===== config.mk =====
export PLATFORM = sky130hd
export DESIGN_NAME = dma_chan_arbiter
export DESIGN_NICKNAME = d
export VERILOG_FILES = /design/src/rtl/dma_arb_pkg.sv /design/src/rtl/dma_arb_ffs.sv /design/src/rtl/dma_arb_level_sel.sv /design/src/rtl/dma_chan_arbiter.sv
export SDC_FILE = /design/constraint.sdc
export NUM_CORES = 1
export LEC_CHECK = 0
export ABC_AREA = 1
export BUFFER_PORTS_ARGS = -buffer_cell sky130_fd_sc_hd__buf_4
export CORE_ASPECT_RATIO = 0.8
export CORE_MARGIN = 10
export CORE_UTILIZATION = 49
export CTS_CLUSTER_DIAMETER = 30
export CTS_CLUSTER_SIZE = 30
export DETAILED_ROUTE_END_ITERATION = 7
export PLACE_DENSITY = 0.77
export SLEW_MARGIN = 10
export SYNTH_ARGS = -nofsm -noshare
export SYNTH_HDL_FRONTEND = slang
export SYNTH_SLANG_ARGS = --single-unit

===== constraint.sdc =====
create_clock -name clk_i -period 1.8 [get_ports clk_i]
set_input_delay 0.27 -clock clk_i [delete_from_list [all_inputs] [get_ports clk_i]]
set_output_delay 0.27 -clock clk_i [all_outputs]
set_load 0.03 [all_outputs]

===== src/rtl/dma_arb_pkg.sv =====
package dma_arb_pkg;
    // Priority levels in descending order of precedence.
    typedef enum logic [0:0] {
        LVL_HIGH = 1'b0,
        LVL_DFLT = 1'b1
    } arb_level_e;

    localparam int unsigned NUM_LEVELS = 2;
endpackage


===== src/rtl/dma_arb_ffs.sv =====
// Lowest-index find-first-set over a request vector.
module dma_arb_ffs #(
    parameter int unsigned WIDTH = 21,
    localparam int unsigned IDX_W = (WIDTH > 1) ? $clog2(WIDTH) : 1
) (
    input  logic [WIDTH-1:0] vec_i,
    output logic             found_o,
    output logic [IDX_W-1:0] idx_o,
    output logic [WIDTH-1:0] onehot_o
);
    always_comb begin
        found_o  = 1'b0;
        idx_o    = '0;
        onehot_o = '0;
        for (int i = WIDTH - 1; i >= 0; i--) begin
            if (vec_i[i]) begin
                found_o  = 1'b1;
                idx_o    = IDX_W'(i);
                onehot_o = '0;
                onehot_o[i] = 1'b1;
            end
        end
    end
endmodule


===== src/rtl/dma_arb_level_sel.sv =====
// Splits eligible requests into priority levels and picks the winner.
module dma_arb_level_sel
    import dma_arb_pkg::*;
#(
    parameter int unsigned NUM_CH = 21,
    localparam int unsigned CH_W = (NUM_CH > 1) ? $clog2(NUM_CH) : 1
) (
    input  logic [NUM_CH-1:0] elig_i,
    input  logic [NUM_CH-1:0] hi_prio_i,
    output logic              found_o,
    output logic [CH_W-1:0]   idx_o,
    output logic [NUM_CH-1:0] onehot_o
);
    logic [NUM_LEVELS-1:0]             lvl_found;
    logic [NUM_LEVELS-1:0][CH_W-1:0]   lvl_idx;
    logic [NUM_LEVELS-1:0][NUM_CH-1:0] lvl_onehot;
    logic [NUM_LEVELS-1:0][NUM_CH-1:0] lvl_mask;

    assign lvl_mask[LVL_HIGH] = elig_i & hi_prio_i;
    assign lvl_mask[LVL_DFLT] = elig_i & ~hi_prio_i;

    for (genvar g = 0; g < NUM_LEVELS; g++) begin : g_level
        dma_arb_ffs #(.WIDTH(NUM_CH)) ffs_i (
            .vec_i    (lvl_mask[g]),
            .found_o  (lvl_found[g]),
            .idx_o    (lvl_idx[g]),
            .onehot_o (lvl_onehot[g])
        );
    end

    always_comb begin
        found_o  = 1'b0;
        idx_o    = '0;
        onehot_o = '0;
        for (int l = NUM_LEVELS - 1; l >= 0; l--) begin
            if (lvl_found[l]) begin
                found_o  = 1'b1;
                idx_o    = lvl_idx[l];
                onehot_o = lvl_onehot[l];
            end
        end
    end
endmodule


===== src/rtl/dma_chan_arbiter.sv =====
module dma_chan_arbiter #(
    parameter int unsigned NUM_CH = 21,
    localparam int unsigned CH_W = (NUM_CH > 1) ? $clog2(NUM_CH) : 1
) (
    input  logic              clk_i,
    input  logic              rst_ni,
    input  logic [NUM_CH-1:0] req_i,
    input  logic [NUM_CH-1:0] en_i,
    input  logic [NUM_CH-1:0] hi_prio_i,
    input  logic              unit_done_i,
    input  logic              last_unit_i,
    output logic [NUM_CH-1:0] grant_o,
    output logic [CH_W-1:0]   grant_id_o,
    output logic              grant_valid_o,
    output logic [NUM_CH-1:0] chan_done_o
);
    typedef struct packed {
        logic [NUM_CH-1:0] grant;
        logic [CH_W-1:0]   id;
        logic              valid;
        logic [NUM_CH-1:0] done;
    } arb_state_t;

    arb_state_t st_d, st_q;

    logic              win_found;
    logic [CH_W-1:0]   win_idx;
    logic [NUM_CH-1:0] win_onehot;

    dma_arb_level_sel #(.NUM_CH(NUM_CH)) sel_i (
        .elig_i    (req_i & en_i),
        .hi_prio_i (hi_prio_i),
        .found_o   (win_found),
        .idx_o     (win_idx),
        .onehot_o  (win_onehot)
    );

    always_comb begin
        st_d      = st_q;
        st_d.done = '0;
        if (!st_q.valid || unit_done_i) begin
            if (st_q.valid && unit_done_i && last_unit_i) begin
                st_d.done = st_q.grant;
            end
            st_d.valid = win_found;
            st_d.grant = win_found ? win_onehot : '0;
            st_d.id    = win_found ? win_idx : '0;
        end
    end

    always_ff @(posedge clk_i) begin
        if (!rst_ni) begin
            st_q <= '0;
        end else begin
            st_q <= st_d;
        end
    end

    assign grant_o       = st_q.grant;
    assign grant_id_o    = st_q.id;
    assign grant_valid_o = st_q.valid;
    assign chan_done_o   = st_q.done;

    assert_grant_onehot_R9: assert property (@(posedge clk_i) disable iff (!rst_ni)
        $onehot0(grant_o) && (grant_valid_o == (grant_o != '0)));

    assert_grant_id_match_R9: assert property (@(posedge clk_i) disable iff (!rst_ni)
        grant_valid_o |-> grant_o[grant_id_o]);

    assert_hold_until_done_R5: assert property (@(posedge clk_i) disable iff (!rst_ni)
        (grant_valid_o && !unit_done_i) |=> ($stable(grant_o) && $stable(grant_id_o)));

    assert_done_cause_R7: assert property (@(posedge clk_i) disable iff (!rst_ni)
        (chan_done_o != '0) |-> ($past(unit_done_i && last_unit_i && grant_valid_o)
                                 && chan_done_o == $past(grant_o)));

    assert_idle_no_done_R10: assert property (@(posedge clk_i) disable iff (!rst_ni)
        !grant_valid_o |=> (chan_done_o == '0));

    assert_grant_enabled_R4: assert property (@(posedge clk_i) disable iff (!rst_ni)
        $rose(grant_valid_o) |-> ($past(en_i & req_i) & grant_o) != '0);
endmodule


Yosys cells after proc, flatten, opt, wreduce, memory -nomap -nowiden
Cells that the tools add are included.
{"block": "word_totals", "regBits": 48, "latch_bits": 0, "mem_bits_rw": 0, "romBits": 0, "inputBits": 67, "output_inout_bits": 48, "elab_cells": 147, "mem_count": 0}
{"block": "classes", "addsub": 0, "mul": 0, "div": 0, "magnitude_cmp": 0, "n_eq_ne": 0, "shift": 0, "mux": 134, "bitwise": 4, "reduce_logical": 5}
{"op": "$mux 21", "n": 45}
{"op": "$mux 5", "n": 45}
{"op": "$and 21x21->21", "n": 3}
{"op": "$mux 1", "n": 44}
{"op": "$not 21->21", "n": 1}
{"op": "$reduce_and 3->1", "n": 1}
{"op": "$logic_and 1x1->1", "n": 2}
{"op": "$logic_not 1->1", "n": 1}
{"op": "$logic_or 1x1->1", "n": 1}

Logic depth before layout (Yosys ltp)
Gate-level depths: netlist (run 1).
{"block": "depth", "word_depth": 26, "ltp_mapped": 18, "mapped_depth_nobuf": 18}

Modules after synthesis
From an unflattened synthesis (run 1), not the netlist that was laid out.
{"block": "unflattened", "hier_cells": 666, "hier_area_um2": 3722.3}
{"module": "dma_chan_arbiter", "n_inst": 1, "cells_per_inst": 286, "area_each_um2": 1905.6, "seq_area_each_um2": 960.9}
{"module": "dma_arb_ffs", "n_inst": 2, "cells_per_inst": 104, "area_each_um2": 510.5, "seq_area_each_um2": 0.0}
{"module": "dma_arb_level_sel", "n_inst": 1, "cells_per_inst": 172, "area_each_um2": 795.8, "seq_area_each_um2": 0.0}

Least setup slack after synthesis (run 1)
OpenSTA, ideal clock, no wires.
{"block": "synth_timing", "kind": "input port to flip-flop", "startpoint": "in req_i[0]", "endpoint": "reg st_q, in the netlist grant_id_o[2]", "setup_time_ps": 129, "arrival_ps": 1428, "required_ps": 1671, "setup_slack_ps": 243, "stages": 12, "path_buffers": 0, "path_cell_list": "nand2_1 inv_1 nand2_1 nand2_1 nor2_1 nand2_1 nor2_2 nand2_1 inv_2 nor2_4 a32oi_1 a21oi_1"}
{"block": "synth_between", "elab_chain_cells": 6, "elab_cells_between_ends": 12, "classes_between": "mux: 9; bitwise: 3"}
{"element": "start, declared", "line": "dma_chan_arbiter.sv:7", "text": "input logic [NUM_CH-1:0] req_i,"}
{"element": "$and 21x21->21 *", "line": "dma_chan_arbiter.sv:31", "text": ".elig_i (req_i & en_i),"}
{"element": "$and 21x21->21", "line": "dma_arb_level_sel.sv:20", "text": "assign lvl_mask[LVL_DFLT] = elig_i & ~hi_prio_i;"}
{"element": "$mux 5 / $mux 1 (equally long branches)", "line": "dma_arb_ffs.sv:16", "text": "if (vec_i[i]) begin"}
{"element": "$mux 5 / $mux 1 (equally long branches) (2 in series)", "line": "dma_arb_level_sel.sv:36", "text": "if (lvl_found[l]) begin"}
{"element": "$mux 5 *", "line": "dma_chan_arbiter.sv:47", "text": "st_d.id = win_found ? win_idx : '0;"}
{"element": "end signal, assigned", "line": "dma_chan_arbiter.sv:55", "text": "st_q <= st_d;"}
{"element": "end, declared", "line": "dma_chan_arbiter.sv:24", "text": "arb_state_t st_d, st_q;"}
Mark *: on every way between the ends. The rest lies on a longest branch, timed or not.
A chain may end at the register's enable or synchronous reset.

Final worst setup path (run 1)
{"block": "layout_timing", "startpoint": "in en_i[19]", "endpoint": "reg st_q, in the netlist grant_o[18]"}
{"block": "layout_between", "elab_chain_cells": 25, "elab_cells_between_ends": 88, "classes_between": "mux: 85; bitwise: 3"}
{"element": "start, declared", "line": "dma_chan_arbiter.sv:8", "text": "input logic [NUM_CH-1:0] en_i,"}
{"element": "$and 21x21->21 *", "line": "dma_chan_arbiter.sv:31"}
{"element": "$and 21x21->21", "line": "dma_arb_level_sel.sv:20"}
{"element": "$mux 21 / $mux 1 (equally long branches) (20 in series)", "line": "dma_arb_ffs.sv:16"}
{"element": "$mux 21 / $mux 1 (equally long branches) (2 in series)", "line": "dma_arb_level_sel.sv:36"}
{"element": "$mux 21 *", "line": "dma_chan_arbiter.sv:46", "text": "st_d.grant = win_found ? win_onehot : '0;"}
Marked as above.

==> results of run 1 <==
## logic make-up (layout without fill, tap and decap cells)
family	after synthesis	after routing	share of synthesized area
flip-flops	48	48	0.329
AO/OA/AOI/OAI	76	76	0.156
AND/OR/NAND/NOR	231	231	0.397
buffers and inverters	88	281	0.117
## flip-flops by register name (all words and copies together) (netlist names)
name           cells
grant_o           21
grant_valid_o      1
grant_id_o         5
chan_done_o       21
## worst min path at each step
stage	slack, ns	from	end
after floorplan	0.41	rst_ni	grant_o[11]
after global placement	0.43	grant_o[11]	chan_done_o[11]
after detailed placement	0.44	grant_o[8]	chan_done_o[8]
after CTS	0.27	rst_ni	grant_o[9]
after global routing	0.29	rst_ni	grant_o[9]
final	0.29	rst_ni	grant_o[9]
## synth_stat cells (2+ instances only)
cell      count
nor2_4        5
a31oi_1       8
a21oi_1      25
nor3_1       11
o21bai_1      2
nand3_1      43
nand4_1       9
nand3b_1      5
nand2_2       6
buf_2         2
dfxtp_1      48
clkbuf_1      8
nor4_1        4
inv_2         4
o211ai_1      3
o31ai_1       5
nand2_1      75
inv_1        72
nor2_1       55
o21ai_0      21
nand3_2      11
o21ai_1       4
nor2_2        3
nor4_4        2
## timing repair
| action | 4_1_cts | 5_1_grt |
|---|---|---|
| buffers inserted | 0 | 8 |
| gates resized for setup | 0 | 24 |
| endpoints found under the setup margin | 0 | 2 |
## placed cells by master (no fill, tap or decap), types with 2 or more instances in the layout
cell type    n
a21oi_1     25
a31oi_1      8
buf_4      189
buf_6        6
bufinv_16    2
clkbuf_8     5
dfxtp_1     48
inv_1       71
inv_2        5
nand2_1     71
nand2_2      8
nand2_4      2
nand3_1     42
nand3_2     10
nand3_4      2
nand3b_1     5
nand4_1      9
nor2_1      54
nor2_2       3
nor2_4       6
nor3_1      11
nor4_1       4
nor4_4       2
o211ai_1     3
o21ai_0     20
o21ai_1      4
o21bai_1     2
o31ai_1      5
## report_power, final
group          internal (mW)  total (mW)  switching (mW)
logic                  0.410       0.951           0.541
clock network          0.559       0.958           0.399
registers               1.10        1.12          0.0258
## through the flow
step                instance area (µm²)  TNS (ns)
floorplan                          2920         0
global placement                   4380    -0.305
detailed placement                 4380    -0.670
CTS                                4520         0
global route                       4680    -0.655
finish                             4680    -0.225
## cell type report
cell class | count | area share
well taps | 81 | 0.0217
multi-input cells | 307 | 0.359
clock inverters | 3 | 0.0147
flip-flops and latches | 48 | 0.205
inverters | 77 | 0.0628
repair buffers | 196 | 0.322
clock buffers | 5 | 0.0147
## per-layer routing
metal  vias up  share of wire
met5         -              0
met4         0          0.052
met3        80           0.11
met2       333           0.46
met1      1767           0.38
li1       1849              -
==> flow_metrics.py, run 1 <==
metrics = {
    "global_route": {
        "antenna_found_initial": 0,
        "grt_pass1_wl_mm": 18.7,
        "use_met1": 0.289,
        "overflow": 0,
        "grt_pass1_vias": 3824,
        "grt_util_met3": 0.0634,
        "grtUsageTotal": 0.243,
        "grtUsageMet2": 0.419,
        "gr-max-usage-layer": "met2",
        "grt_max_degree": 22,
    },
    "synth": {
        "synthTopCellsByArea": "dfxtp_1, nand2_1, inv_1, nand3_1, nor2_1",
        "synth_edf_count": 0,
        "synth-main-ff-cell": "dfxtp_1",
        "ys_seq_elements": 48,
        "syn_avg_cell_area_um2": 6.59,
        "ys_seq_area_frac": 0.329,
        "synth_top_area_share": 0.329,
        "ys_async_sr_fraction": 0,
        "ys_warn_count": 0,
        "syn_area_mm2": 0.00292,
        "synth.distinct_cells": 36,
        "netlist_instances": 443,
        "yosysTopAreaCell": "dfxtp_1",
        "syn-num-nets": 510,
    },
    "placed_design": {
        "dp_slack_ns": -0.128,
        "hpwl_mm": 9.61,
        "port_buffers": 114,
        "dp.cells": 701,
        "place_congestion": 0.936,
    },
    "hold_path": {
        "worstHoldPathCells": 2,
        "hold_class": "input pin to flop",
    },
    "final_layout": {
        "multi_input_area_mm2": 0.00168,
        "area_growth_pct": 60.4,
        "antenna_cells": 0,
        "finalNetCount": 702,
        "seq_area_um2": 961,
        "fill_cells": 385,
        "finalNonFillerCells": 717,
        "drive_above_1_share": 0.390,
        "post-route-util": 0.800,
    },
    "run_status": {
        "status": "finished with violations",
        "violations": "setup timing",
    },
    "setup_path": {
        "cp.depth": 13,
        "crit_fanout": 7,
        "path_buf_inv": 3,
        "endpoint": "grant_o[18]",
        "startpoint_type": "input pin",
        "crit_chain": "buf_6 -> nand2_4 -> o21ai_4 -> nor2_4 -> nand2_2 -> nor3_4 -> nand2_2 -> nor2_4 -> clkinv_4 -> buf_4 -> o41ai_2 -> nand2_1 -> a21oi_1",
        "required_ns": 2.04,
        "path_class": "input pin to flop",
        "critPathSlowestCell": "o41ai_2",
        "cpPeakStageDelay_ns": 0.42,
        "end_kind": "flop",
        "arrival_ns": 2.19,
        "r2r-end": "grant_o[3]",
        "r2r_slack_ns": 0.16,
        "cpLargestDelayFamily": "simple AND/OR/NAND/NOR gates",
        "r2r_cells": 5,
        "regToRegStartpoint": "grant_valid_o",
        "setup.worst_path.start": "en_i[19]",
    },
    "drt": {
        "drtIter0Drc": 511,
        "dr.pass1.iters": 7,
        "remaining_drc_errors": 0,
        "route.antenna.remaining_nets": 0,
        "wl_per_cell_um": 18.5,
        "wl_mm": 13.2,
        "vias_per_cell": 5.62,
        "dr_total_vias": 4029,
    },
    "sta": {
        "min_period_ns": 1.95,
        "finalSetupViolCount": 2,
        "fin_ws_ns": -0.150,
        "hold_viol": 0,
        "fmax_mhz": 513,
        "fin_worst_skew_ns": 0.00847,
        "fin_crit_sh": 1.08,
        "slew_violations": 0,
        "slew_headroom": 0.552,
        "rsz0062_at_grt": "yes",
        "whs_ns": 0.290,
        "worstMarginPinSlew_ns": 0.671,
    },
    "flow_run": {
        "drv_cap": 0,
    },
    "power_and_ir_drop": {
        "ir_drop_uv": 357,
        "p_total_mw": 3.03,
        "pwr_density_cell_mw_per_mm2": 647,
        "p_leak_nw": 2.38,
    },
    "die": {
        "initial_core_util": 0.499,
        "core.rowCount": 25,
        "io_pins": 115,
        "fp.dieH_um": 89.0,
        "core_mm2": 0.00585,
        "die_area_mm2": 0.00946,
        "dieWidth_um": 106,
    },
    "clock_tree": {
        "clkSinkCount": 48,
        "clk_pin_slew_ns": 0.10,
        "cts_tree": "built",
        "insertion_delay_ns": 0.31,
        "clock_path_buffers": 2,
        "cts_hold_buf": 0,
        "cts_root_buf": "clkbuf_8",
        "numCtsBuffers": 5,
        "h-tree-depth": 2,
    },
}
(Power assumes the default switching activity.)
==> run 2, diff against run 1 <==
--- a/config.mk
+++ b/config.mk
@@ -9,11 +9,12 @@
 export BUFFER_PORTS_ARGS = -buffer_cell sky130_fd_sc_hd__buf_4
 export CORE_ASPECT_RATIO = 0.8
 export CORE_MARGIN = 10
-export CORE_UTILIZATION = 49
+export CORE_UTILIZATION = 51
+export CTS_BUF_LIST = sky130_fd_sc_hd__clkbuf_4 sky130_fd_sc_hd__clkbuf_8
 export CTS_CLUSTER_DIAMETER = 30
 export CTS_CLUSTER_SIZE = 30
 export DETAILED_ROUTE_END_ITERATION = 7
-export PLACE_DENSITY = 0.77
+export PLACE_DENSITY = 0.8
 export SLEW_MARGIN = 10
 export SYNTH_ARGS = -nofsm -noshare
 export SYNTH_HDL_FRONTEND = slang
==> flow_metrics.py, run 2 (synthesis gave the netlist of run 1 again) <==
metrics = {
    "hold_path": {
        "worstHoldPathCells": 2,
        "whs_endpoint": "grant_o[9]",
        "hold_class": "input pin to flop",
        "worstHoldStart": "rst_ni",
    },
    "drt": {
        "route.antenna.remaining_nets": 0,
        "remaining_drc_errors": 0,
        "drtIter0Drc": 354,
        "dr_total_vias": 3811,
        "wl_mm": 11.7,
        "dr.pass1.iters": 5,
        "vias_per_cell": 5.45,
        "wl_per_cell_um": 16.7,
    },
    "setup_path": {
        "arrival_ns": 1.97,
        "cpLargestDelayFamily": "buffers and inverters",
        "cpPeakStageDelay_ns": 0.46,
        "r2r-end": "grant_o[3]",
        "startpoint_type": "flop",
        "r2r_cells": 5,
        "critPathSlowestCell": "clkinvlp_4",
        "required_ns": 1.99,
        "path_buf_inv": 2,
        "path_class": "flop to flop",
        "r2r_slack_ns": 0.01,
        "regToRegStartpoint": "grant_valid_o",
        "crit_chain": "inv_1 -> nor2_1 -> clkinvlp_4 -> o21ai_0 -> a21oi_1",
        "crit_fanout": 17,
        "end_kind": "flop",
    },
    "die": {
        "dieWidth_um": 105,
        "initial_core_util": 0.531,
        "core.rowCount": 24,
        "core_mm2": 0.00550,
        "fp.dieH_um": 87.7,
        "die_area_mm2": 0.00917,
        "io_pins": 115,
    },
    "final_layout": {
        "fill_cells": 379,
        "area_growth_pct": 53.4,
        "antenna_cells": 0,
        "seq_area_um2": 961,
        "drive_above_1_share": 0.364,
        "finalNetCount": 687,
        "layout_common_cells": "buf_4, nand2_1, inv_1, nor2_1, dfxtp_1",
        "final_common_cell": "buf_4",
        "finalNonFillerCells": 699,
        "stdcell_area_mm2": 0.00448,
        "multi_input_area_mm2": 0.00163,
        "post-route-util": 0.815,
    },
    "power_and_ir_drop": {
        "p_leak_nw": 2.30,
        "ir_drop_uv": 705,
        "p_total_mw": 2.93,
        "pwr_density_cell_mw_per_mm2": 654,
    },
    "placed_design": {
        "place_congestion": 0.973,
        "placed_cell_area_mm2": 0.00432,
        "hpwl_mm": 9.47,
        "port_buffers": 114,
        "dp.cells": 690,
    },
    "clock_tree": {
        "clkSinkCount": 48,
        "h-tree-depth": 2,
        "insertion_delay_ns": 0.30,
        "cts_setup_buffers": 0,
        "clk_pin_slew_ns": 0.10,
        "cts_root_buf": "clkbuf_8",
        "clock_path_buffers": 2,
        "numCtsBuffers": 5,
        "cts_tree": "built",
    },
    "sta": {
        "slew_headroom": 0.662,
        "whs_ns": 0.298,
        "fin_crit_sh": 0.992,
        "fmax_mhz": 560,
        "hold_viol": 0,
        "worstMarginPinSlew_ns": 0.505,
        "min_period_ns": 1.79,
        "finalSetupViolCount": 0,
        "fin_worst_skew_ns": 0.0102,
        "slew_violations": 0,
    },
    "global_route": {
        "overflow": 0,
        "gr-max-usage-layer": "met2",
        "grtUsageMet2": 0.436,
        "grt_pass1_wl_mm": 18.5,
        "grt_util_met3": 0.0616,
        "grtUsageTotal": 0.241,
        "antenna_found_initial": 0,
        "use_met1": 0.275,
        "grt_max_degree": 34,
        "grt_pass1_vias": 3838,
    },
    "run_status": {
        "status": "finished, final reports clean",
    },
    "flow_run": {
        "drv_cap": 0,
    },
}
## run 2: cell types whose count changed in the layout (fill, tap and decap cells not counted), moves of 2 or more
| cell | before | now |
|---|---|---|
| buf_4 | 189 | 180 |
| buf_6 | 6 | 0 |
| clkinvlp_4 | 0 | 2 |
| nand2_1 | 71 | 75 |
| nand2_2 | 8 | 6 |
| nand2_4 | 2 | 0 |
| nand3_4 | 2 | 0 |
## run 2: what timing repair did
item / in CTS / in global routing
hold buffers: 0 / 0
resized for setup: 0 / 3
setup endpoints to repair: 0 / 2
## run 2: worst max-delay path by stage
stage	start	to	slack, ns	cells after the start
after floorplan	req_i[0]	grant_id_o[2]	0.24	12
after global placement	hi_prio_i[19]	grant_o[18]	-0.11	13
after detailed placement	req_i[19]	grant_o[18]	-0.13	13
after CTS	grant_valid_o	grant_o[7]	0.07	5
after global routing	grant_valid_o	grant_o[3]	-0.009	5
final	grant_valid_o	grant_o[3]	0.01	5
## run 2: metrics by stage
| stage | worst slack (ns) | setup TNS, ns |
|---|---|---|
| 2_1_floorplan | 0.243 | 0 |
| 3_3_place_gp | -0.108 | -0.415 |
| 3_5_place_dp | -0.131 | -0.605 |
| 4_1_cts | 0.0719 | 0 |
| 5_1_grt | -0.00931 | -0.0223 |
| 6_report | 0.0144 | 0 |
## run 2: report_power, final
part           switching (mW)  total [mW]  internal [mW]  leakage, nW
clock                   0.382       0.942          0.559       0.0687
combinational           0.496       0.867          0.371         1.84
sequential             0.0259        1.12           1.10        0.390
## run 2: layout make-up
class	count	share of cell area
clock buffer	5	0.0154
inverter	77	0.0660
multi-input combinational	307	0.363
tap	78	0.0218
sequential	48	0.215
timing repair buffer	180	0.302
clock inverter	3	0.0154
timing repair inverter	1	0.00168
## run 2: metal layers
metal	share of wire	wire, µm
met1	0.40	4680
met2	0.49	5710
met3	0.087	1010
met4	0.023	272
met5	0	0
==> run 3, diff against run 2 <==
--- a/config.mk
+++ b/config.mk
@@ -9,13 +9,14 @@
 export BUFFER_PORTS_ARGS = -buffer_cell sky130_fd_sc_hd__buf_4
 export CORE_ASPECT_RATIO = 0.8
 export CORE_MARGIN = 10
-export CORE_UTILIZATION = 51
+export CORE_UTILIZATION = 54
 export CTS_BUF_LIST = sky130_fd_sc_hd__clkbuf_4 sky130_fd_sc_hd__clkbuf_8
 export CTS_CLUSTER_DIAMETER = 30
 export CTS_CLUSTER_SIZE = 30
 export DETAILED_ROUTE_END_ITERATION = 7
-export PLACE_DENSITY = 0.8
+export PLACE_DENSITY = 0.81
 export SLEW_MARGIN = 10
 export SYNTH_ARGS = -nofsm -noshare
 export SYNTH_HDL_FRONTEND = slang
+export SYNTH_HIERARCHICAL = 1
 export SYNTH_SLANG_ARGS = --single-unit
==> flow_metrics.py, run 3 <==
metrics = {
    "run_status": {
        "status": "finished, final reports clean",
    },
    "final_layout": {
        "antenna_cells": 0,
        "final_common_cell": "nand2_1",
        "layout_common_cells": "nand2_1, buf_4, nor2_1, inv_1, dfxtp_1",
        "drive_above_1_share": 0.319,
        "area_growth_pct": 41.4,
        "post-route-util": 0.805,
        "finalNetCount": 906,
        "finalNonFillerCells": 924,
        "fill_cells": 494,
    },
    "power_and_ir_drop": {
        "p_total_mw": 2.92,
        "p_sw_frac": 0.333,
        "ir_drop_uv": 354,
        "pwr_density_cell_mw_per_mm2": 554,
        "p_int_mw": 1.94,
        "switchingPower_mw": 0.973,
        "pwr-share-clk": 0.272,
        "p_leak_nw": 3.14,
        "p_seq_frac": 0.387,
        "p_comb_frac": 0.341,
    },
    "synth": {
        "yosys.area_share.simple": 0.537,
        "yosys-top-cells-count": "nand2_1, nor2_1, inv_1, dfxtp_1, nand3_1",
        "syn-num-nets": 733,
        "synthTopCellsByArea": "dfxtp_1, nand2_1, nor2_1, inv_1, nand3_1",
        "ys_async_sr_fraction": 0,
        "synthXorXnorAreaFrac": 0,
        "synth_compound_area_frac": 0.0128,
        "syn_avg_cell_area_um2": 5.59,
        "synth.distinct_cells": 31,
        "synth_edf_count": 0,
        "syn_area_mm2": 0.00372,
        "synth_top_area_share": 0.258,
        "yosysTopAreaCell": "dfxtp_1",
        "ys_warn_count": 6,
        "muxShareOfSynthArea": 0,
        "synth-main-ff-cell": "dfxtp_1",
        "netlist_instances": 666,
        "synth-adder-area-share": 0,
        "synth_top_family_by_area": "simple AND/OR/NAND/NOR gates",
        "ys_seq_elements": 48,
        "synth.most_common_cell": "nand2_1",
        "ys_seq_area_frac": 0.258,
    },
    "placed_design": {
        "hpwl_mm": 9.65,
        "port_buffers": 114,
        "place_congestion": 0.917,
        "dp.cells": 914,
    },
    "clock_tree": {
        "clock_path_buffers": 2,
        "numCtsBuffers": 5,
        "cts_root_buf": "clkbuf_8",
        "cts_tree": "built",
        "insertion_delay_ns": 0.31,
        "h-tree-depth": 2,
        "cts_hold_buf": 0,
        "clk_pin_slew_ns": 0.09,
        "clkSinkCount": 48,
    },
    "drt": {
        "dr_total_vias": 4384,
        "wl_mm": 11.6,
        "vias_per_cell": 4.74,
        "route.antenna.remaining_nets": 0,
        "wl_per_cell_um": 12.6,
        "dr.pass1.iters": 6,
        "drtIter0Drc": 340,
        "remaining_drc_errors": 0,
    },
    "setup_path": {
        "crit_fanout": 26,
        "path_class": "input pin to flop",
        "startpoint_type": "input pin",
        "r2r_slack_ns": 0.46,
        "arrival_ns": 1.87,
        "end_kind": "flop",
        "regToRegStartpoint": "grant_valid_o",
        "r2r-end": "grant_o[4]",
        "required_ns": 2.01,
        "r2r_cells": 5,
    },
    "hold_path": {
        "hold_class": "input pin to flop",
        "worstHoldStart": "rst_ni",
        "whs_endpoint": "grant_o[14]",
        "worstHoldPathCells": 3,
    },
    "global_route": {
        "grtUsageTotal": 0.209,
        "antenna_found_initial": 0,
        "grt_pass1_wl_mm": 18.8,
        "grt_max_degree": 32,
        "overflow": 0,
        "grt_pass1_vias": 4299,
    },
    "die": {
        "io_pins": 115,
        "dieWidth_um": 113,
        "initial_core_util": 0.569,
        "core_mm2": 0.00654,
        "core.rowCount": 26,
        "fp.dieH_um": 94.3,
        "die_area_mm2": 0.0106,
    },
    "sta": {
        "slew_headroom": 0.760,
        "worstMarginPinSlew_ns": 0.358,
        "fin_crit_sh": 0.924,
        "slew_violations": 0,
        "rsz0062_at_grt": "yes",
        "finalSetupViolCount": 0,
        "fin_tns_setup_ns": 0,
        "hold_viol": 0,
        "fin_worst_skew_ns": 0.00971,
        "fmax_mhz": 601,
        "min_period_ns": 1.66,
    },
    "flow_run": {
        "drv_cap": 0,
    },
}
[run 3: stage by stage]
step / area [µm²] / setup WS, ns / hold slack (ns)
2_1_floorplan: 3780 / -0.144 / 0.449
3_3_place_gp: 5090 / -0.139 / 0.432
3_5_place_dp: 5090 / -0.245 / 0.437
4_1_cts: 5210 / 0.0776 / 0.318
5_1_grt: 5260 / -0.0236 / 0.335
6_report: 5260 / 0.137 / 0.329
[run 3: critical path: stages]
cell and delay [ns]:
buf_4 0.11, nand2_2 0.06, inv_2 0.04, inv_2 0.04, nor2_2 0.04, inv_2 0.06, nand2_2 0.07, nor3_4 0.24
nand2_4 0.10, clkinv_4 0.05, nand3_2 0.07, or2_4 0.38, nand2_1 0.12, nand2_1 0.08, nand2_1 0.10, nor2_1 0.04
[run 3: worst max-delay path by stage]
stage	depth (start not counted)	startpoint	slack, ns	to
floorplan	18	req_i[2]	-0.14	grant_o[9]
global placement	19	req_i[0]	-0.14	grant_o[13]
detailed placement	19	req_i[0]	-0.25	grant_o[2]
CTS	19	req_i[0]	0.08	grant_o[2]
global route	19	req_i[8]	-0.02	grant_o[19]
finish	16	req_i[2]	0.14	grant_o[4]
[run 3: cells by family (layout without fill, tap and decap cells)]
kind of cell           after synthesis  in the layout
and+or+nand+nor                    448            448
buffers and inverters              161            335
DFF                                 48             48
AOI/OAI and AO/OA                    9              9
[run 3: timing repair]
action	in CTS	in global routing
setup endpoints to repair	0	24
setup buffers	0	1
resized for setup	0	13
[run 3: routing by layer]
metal / GRT usage / wire [µm] / vias up
met3: 0.0530 / 788 / 16
li1: - / - / 2281
met5: 0 / 0 / -
met1: 0.239 / 4940 / 1929
met2: 0.378 / 5750 / 158
met4: 0.0570 / 163 / 0
[run 3: cell type report]
type                    count  area, µm²  area share
clock buffers               5       68.8      0.0131
clock inverters             3       46.3     0.00879
inverters                 138        541       0.103
multi-input cells         457       2100       0.399
flip-flops and latches     48        961       0.183
well taps                  84        105      0.0200
repair buffers            188       1430       0.272
repair inverters            1       8.76     0.00166
[run 3: power by group through the flow]
stage | logic, mW | registers [mW] | clock network, mW
final | 0.995 | 1.13 | 0.793
after floorplan | 0.504 | 1.22 | 0
after global placement | 0.944 | 1.15 | 0
after CTS | 0.973 | 1.13 | 0.803
after global routing | 1.10 | 1.14 | 0.848
after detailed placement | 0.966 | 1.15 | 0
